<file path="src/rtl/lf_pkg.sv">
package lf_pkg;
  typedef struct packed {
    logic sext;
    logic brev;
  } lf_mode_t;

  // Number of bytes for a size code
  function automatic int unsigned span_bytes(input int unsigned code);
    return 32'd1 << code;
  endfunction
endpackage

</file>
<file path="src/rtl/lf_trim.sv">
module lf_trim #(
  parameter int BYTES = 8,
  parameter int SZW   = 2,
  localparam int W    = BYTES * 8
) (
  input  logic [W-1:0]     din,
  input  logic [SZW-1:0]   size,
  output logic [BYTES-1:0] act,
  output logic [W-1:0]     dout
);
  always_comb begin
    for (int i = 0; i < BYTES; i++) begin
      act[i] = (32'(i) < lf_pkg::span_bytes(32'(size)));
    end
  end

  genvar g;
  generate
    for (g = 0; g < BYTES; g++) begin : g_byte
      assign dout[8*g +: 8] = act[g] ? din[8*g +: 8] : 8'h00;
    end
  endgenerate
endmodule

</file>
<file path="src/rtl/lf_bswap.sv">
module lf_bswap #(
  parameter int BYTES = 8,
  parameter int SZW   = 2,
  localparam int W    = BYTES * 8,
  localparam int LOGB = $clog2(BYTES)
) (
  input  logic [W-1:0]   din,
  input  logic [SZW-1:0] size,
  input  logic           brev,
  output logic [W-1:0]   dout
);
  logic [W-1:0] sw [LOGB+1];

  genvar s, i;
  generate
    for (s = 0; s <= LOGB; s++) begin : g_size
      localparam int N = 1 << s;
      for (i = 0; i < BYTES; i++) begin : g_byte
        if (i < N) begin : g_in
          assign sw[s][8*i +: 8] = din[8*(N-1-i) +: 8];
        end else begin : g_out
          assign sw[s][8*i +: 8] = 8'h00;
        end
      end
    end
  endgenerate

  always_comb begin
    dout = din;
    if (brev) begin
      for (int k = 0; k <= LOGB; k++) begin
        if (32'(size) == 32'(k)) dout = sw[k];
      end
    end
  end
endmodule

</file>
<file path="src/rtl/lf_sext.sv">
module lf_sext #(
  parameter int BYTES = 8,
  localparam int W    = BYTES * 8
) (
  input  logic [W-1:0]     din,
  input  logic [BYTES-1:0] act,
  input  logic             sext,
  output logic [W-1:0]     dout
);
  logic sign;

  always_comb begin
    sign = 1'b0;
    for (int i = 0; i < BYTES; i++) begin
      if (act[i]) sign = din[8*i+7];
    end
  end

  genvar g;
  generate
    for (g = 0; g < BYTES; g++) begin : g_byte
      assign dout[8*g +: 8] = act[g] ? din[8*g +: 8] : {8{sext & sign}};
    end
  endgenerate
endmodule

</file>
<file path="src/rtl/load_fmt.sv">
module load_fmt #(
  parameter int BYTES = 8,
  parameter int SZW   = 2,
  localparam int W    = BYTES * 8
) (
  input  logic           clk,
  input  logic           rst,
  input  logic           in_valid,
  input  logic [W-1:0]   in_data,
  input  logic [SZW-1:0] in_size,
  input  logic           in_sext,
  input  logic           in_brev,
  output logic           out_valid,
  output logic [W-1:0]   out_data,
  output logic           out_err
);
  lf_pkg::lf_mode_t mode;
  logic [BYTES-1:0] act;
  logic [W-1:0]     trimmed, swapped, extended;
  logic             bad;

  assign mode.sext = in_sext;
  assign mode.brev = in_brev;
  assign bad       = mode.sext & mode.brev;

  lf_trim #(.BYTES(BYTES), .SZW(SZW)) u_trim (
    .din(in_data), .size(in_size), .act(act), .dout(trimmed)
  );

  lf_bswap #(.BYTES(BYTES), .SZW(SZW)) u_swap (
    .din(trimmed), .size(in_size), .brev(mode.brev), .dout(swapped)
  );

  lf_sext #(.BYTES(BYTES)) u_ext (
    .din(swapped), .act(act), .sext(mode.sext), .dout(extended)
  );

  always_ff @(posedge clk) begin
    if (rst) begin
      out_valid <= 1'b0;
      out_data  <= '0;
      out_err   <= 1'b0;
    end else begin
      out_valid <= in_valid;
      if (in_valid) begin
        out_err  <= bad;
        out_data <= bad ? '0 : extended;
      end
    end
  end
endmodule

</file>
<file path="config.mk">
export PLATFORM = sky130hd
export DESIGN_NAME = load_fmt
export DESIGN_NICKNAME = d
export VERILOG_FILES = /design/src/rtl/lf_pkg.sv /design/src/rtl/lf_trim.sv /design/src/rtl/lf_bswap.sv /design/src/rtl/lf_sext.sv /design/src/rtl/load_fmt.sv
export SDC_FILE = /design/constraint.sdc
export NUM_CORES = 1
export LEC_CHECK = 0
export CAP_MARGIN = 20
export CORE_MARGIN = 2
export CORE_UTILIZATION = 25
export CTS_CLUSTER_DIAMETER = 150
export DETAILED_ROUTE_END_ITERATION = 12
export SYNTH_ARGS = -nofsm -noshare
export SYNTH_HDL_FRONTEND = slang
export SYNTH_SLANG_ARGS = --single-unit
</file>
<file path="constraint.sdc">
create_clock -name clk -period 1.9 [get_ports clk]
set_clock_uncertainty 0.2 [all_clocks]
set_input_delay 0.19 -clock clk [delete_from_list [all_inputs] [get_ports clk]]
set_output_delay 0.19 -clock clk [all_outputs]
set_load 0.005 [all_outputs]
</file>
After elaboration in Yosys (flattened, before gate mapping). Cells that the tools add are included.

Multiplexer cells: 30. Equality and inequality tests: 3. Bitwise operators: 2. Shift-type cells: 1. Reductions and logical operators: 1. Magnitude comparators: 8.

Operators by type and width (count): 2-to-1 mux 64 bit (6); < comparator 3 x 32 -> 1 bit (first input constant) (4); 2-to-1 mux 8 bit (16); < comparator 1 x 32 -> 1 bit (first input constant) (2); < comparator 2 x 32 -> 1 bit (first input constant) (2); left shift 1 x 2 -> 32 bit (first input constant) (1); 2-to-1 mux 1 bit (8); == test 2 bit (second input constant) (2); AND 1 bit (2); == test 2 x 1 -> 1 bit (second input constant) (1); logical NOT 2 bit (1).

Output and inout port bits: 66. Logic and storage cells: 48. Flip-flop bits (word level): 66. Input bits: 71.

Depth between registers and ports, before layout.
Depth in word-level cells: 19. Mapped depth: 8. Gate-level depth less buffers: 4.

Modules after synthesis. From an unflattened synthesis, not the netlist that was laid out.

Cell total of the unflattened synthesis: 797. Area total of the unflattened synthesis: 5351.4 sq um.

By module, submodules not included: load_fmt (cells an instance 290, instances 1, area an instance 2572.5 sq um, seq. area each 1321.3 sq um); lf_bswap (cells an instance 251, instances 1, area an instance 1393.8 sq um, seq. area each 0.0 sq um); lf_sext (cells an instance 173, instances 1, area an instance 880.8 sq um, seq. area each 0.0 sq um); lf_trim (cells an instance 83, instances 1, area an instance 504.2 sq um, seq. area each 0.0 sq um).

Worst setup path before layout. Ideal clock, no wire load.

Kind: input-to-reg. From: input in_size[0]. To: register out_data[22]. Setup slack: 281 ps. Library setup time: 87 ps. Path buffers: 2. Stages on the path: 6. Arrival time: 1333 ps. Cells stage by stage: and2_1 -> buf_4 -> a211oi_4 -> nand4_4 -> buf_6 -> a221oi_2.

Longest elaborated chain between the ends: 19. Elaborated cells between the ends (all ways): 37. Those cells by class: 8 x order compare; 3 x eq/ne; 1 x shift; 23 x mux; 1 x bitwise; 1 x reduce/logical.

RTL lines: start, declared (RTL line load_fmt.sv:10) `input logic [SZW-1:0] in_size,`; left shift 1 x 2 -> 32 bit (RTL line lf_pkg.sv:9) `return 32'd1 << code;`; < comparator 1 x 32 -> 1 bit (RTL line lf_trim.sv:13) `act[i] = (32'(i) < lf_pkg::span_bytes(32'(size)));`; 2-to-1 mux 8 bit (RTL line lf_trim.sv:20) `assign dout[8*g +: 8] = act[g] ? din[8*g +: 8] : 8'h00;`; 2-to-1 mux 64 bit (4 in a row) (RTL line lf_bswap.sv:32) `if (32'(size) == 32'(k)) dout = sw[k];`; 2-to-1 mux 64 bit (RTL line lf_bswap.sv:30) `if (brev) begin`; 2-to-1 mux 1 bit (8 in a row) (RTL line lf_sext.sv:15) `if (act[i]) sign = din[8*i+7];`; AND 1 bit (RTL line lf_sext.sv:22) `assign dout[8*g +: 8] = act[g] ? din[8*g +: 8] : {8{sext & sign}};`; 2-to-1 mux 8 bit (*) (RTL line lf_sext.sv:22); 2-to-1 mux 64 bit (*) (RTL line load_fmt.sv:47) `out_data <= bad ? '0 : extended;`; end signal, assigned (RTL line load_fmt.sv:47); end, declared (RTL line load_fmt.sv:14) `output logic [W-1:0] out_data,`.

Every way passes the cells marked *; elsewhere a longest branch is shown, timed or not. A chain may end at the register's enable or synchronous reset.

Worst setup path in the final report.
From: input in_size[1]. To: register out_data[29].

Same word-level chain as after synthesis.

==> impl_metrics.ini <==
[timing]
finalMaxSlewViolations = 0
fmax_mhz = 555.3
totalNegativeSetupSlack_ns = 0
finalHoldViolCount = 0
period_needed_ns = 1.801
fin_hold_ws_ns = 0.1912
finalSetupViolCount = 0
tightestPinTransition_ns = 0.6520
slew_headroom = 0.5654
fin_ws_ns = 0.09904
post-route-period-util = 0.9479

[yosys]
yosysSeqAreaShare = 0.3144
synthSimpleGateAreaFrac = 0.1468
yosysWarnings = 0
syn_area_per_cell_sq_um = 8.290
synth_edf_count = 0
synth_nets = 578
netlist.top_cell.by_area = dfxtp_1
yosys_most_used_dff = dfxtp_1
yosysTopAreaCellShare = 0.3144
syn_inst = 507
yosysUniqueCellTypes = 40
syn-cell-area_sq_mm = 0.004203
async_flop_share = 0
synthAdderAreaFrac = 0
yosys-top-cells-area = dfxtp_1 (31%), mux2i_1 (15%), a21oi_1 (8.5%)
ys_ff_latch = 66
synth_compound_area_frac = 0.3191
synth_mux_area_frac = 0.1477
synth-xor-area-share = 0
synth_top_family_by_area = compound AO/OA/AOI/OAI gates

[layout]
post-route-util = 0.3858
area_delta_synth_final_pct = 51.68
fin_nets = 722
drive_above_1_share = 0.1313
final_cell_area_sq_mm = 0.006375
n_antenna_cell = 0
final_cells = 875

[cts]
cts_hold_buf = 0
clk_latency_ns = 0.34
clk_pin_slew_worst_paths_ns = 0.05
root_buffer = clkbuf_16
htreeDepth = 3
cts_tree = yes
cts-buffers-inserted = 9
clock-sinks = 66
clockBufferDepth = 2

[placement]
hpwl_mm = 13.38
pre_cts_slack_ns = -0.3032
port_buffers = 136
postPlaceCellArea_sq_mm = 0.006116
gp_congestion = 0.8554
placed_cells = 859

[global_route]
grt_pass1_wl_mm = 26.16
overflow = 0
antenna_found_initial = 0
first_global_vias = 4602
grt_max_degree = 42
grtUsageTotal = 0.1919

[setup_path]
arrival_ns = 1.85
critPathKind = input port to register
cp_max_fo = 10
cp-start-kind = input port
crit_path_end_kind = register
cp.required_ns = 1.95

[die]
io_pins = 137
floorplan.initialDensity = 0.2543
die_h_microns = 133.7
core_sq_mm = 0.01652
die-area_sq_mm = 0.01786
die_w_microns = 133.7
num_rows = 47

[routing]
drtIter0Drc = 476
ant_nets = 0
vias_per_cell = 5.394
avgRoutedWirePerCell_microns = 19.78
drt-total-wl_mm = 17.31
route.detailed.drc = 0
dr_total_vias = 4720
drtPass1Iterations = 5

[power]
p_leak_nw = 2.385
power.density_mw_per_mm2 = 647.1
fin_total_pwr_mw = 4.125
ir_worst_vdd_v = 0.0004299

[run_status]
status = finished, final reports clean

[run]
cap_violations = 0

[min_path]
worstHoldPathType = input port to register
-- cell families after synthesis --
| group | count (synthesis) |
|---|---|
| AOI/OAI and AO/OA | 186 |
| and+or+nand+nor | 130 |
| DFF | 66 |
| buffers and inverters | 63 |
| muxes | 62 |
-- final cells by class --
type	instances	area, sq um
well taps	220	275.3
clock buffers	15	247.7
repair buffers	193	1941
multi-input cells	378	2579
flip-flops and latches	66	1321
fillers	1648	10150
inverters	3	11.26
-- layer usage --
metal  global-route usage  up-vias  share of wire
li1                     -     2199              -
met1               0.2546     2262           0.44
met2               0.3027      230           0.45
met3              0.03919       29          0.075
met4              0.08156        0          0.029
met5                    0        -              0
-- worst max-delay path, cell delays in order --
cell and delay [ns]:
clkdlybuf4s50_1 0.42, buf_4 0.18, nor3b_1 0.15, a41oi_2 0.29, nand4_4 0.15, buf_4 0.21
a221oi_1 0.26
-- worst paths after layout --
kind	startpoint	end	slack, ns	cells past startpoint
worst min register to register	out_err$_SDFFE_PP0P_	out_err$_SDFFE_PP0P_	0.29	2
worst max register to register	out_data[31]$_SDFFE_PP0P_	out_data[31]$_SDFFE_PP0P_	0.80	3
worst min-delay path	rst	out_data[47]$_SDFFE_PP0P_	0.19	2
worst max-delay path	in_size[1]	out_data[29]$_SDFFE_PP0P_	0.1	7
-- power breakdown --
part	internal (mW)	switching (mW)
Sequential	1.47	0.0610
Combinational	0.582	0.544
Clock	0.878	0.593
Total	2.93	1.20
-- sequential cells by signal, summed over array words and instances, names as in the netlist --
name,flops
out_err,1
out_data,64
out_valid,1
-- timing repair --
item                       4_1_cts  5_1_grt
setup endpoints to repair        0       10
gates resized for setup          0        2
setup buffers                    0        1
-- cells in the final DEF (no fill, tap or decap), types with 3 or more instances in the layout --
| master | count |
|---|---|
| clkdlybuf4s50_1 | 133 |
| a221oi_1 | 5 |
| a21boi_0 | 15 |
| nand2b_1 | 3 |
| clkbuf_16 | 9 |
| nand2_1 | 73 |
| a221oi_2 | 10 |
| clkbuf_1 | 6 |
| a22oi_1 | 31 |
| dfxtp_1 | 66 |
| mux2i_1 | 62 |
| a211o_1 | 8 |
| buf_2 | 3 |
| a41o_1 | 8 |
| a21oi_1 | 71 |
| nor3b_1 | 3 |
| o221ai_1 | 8 |
| nor2_1 | 12 |
| buf_4 | 43 |
| o21ai_0 | 15 |
| buf_12 | 13 |
| and2_1 | 5 |
| nand4_1 | 29 |
| a2bb2oi_1 | 6 |
-- synthesized netlist by cell type (10+ instances only) --
cell type	count
nand2_1	73
a21oi_1	71
dfxtp_1	66
mux2i_1	62
a22oi_1	31
clkbuf_1	30
nand4_1	29
buf_2	20
a21boi_0	15
o21ai_0	15
nor2_1	12
a221oi_2	10
Note: power is estimated with default switching activity, not from simulation.
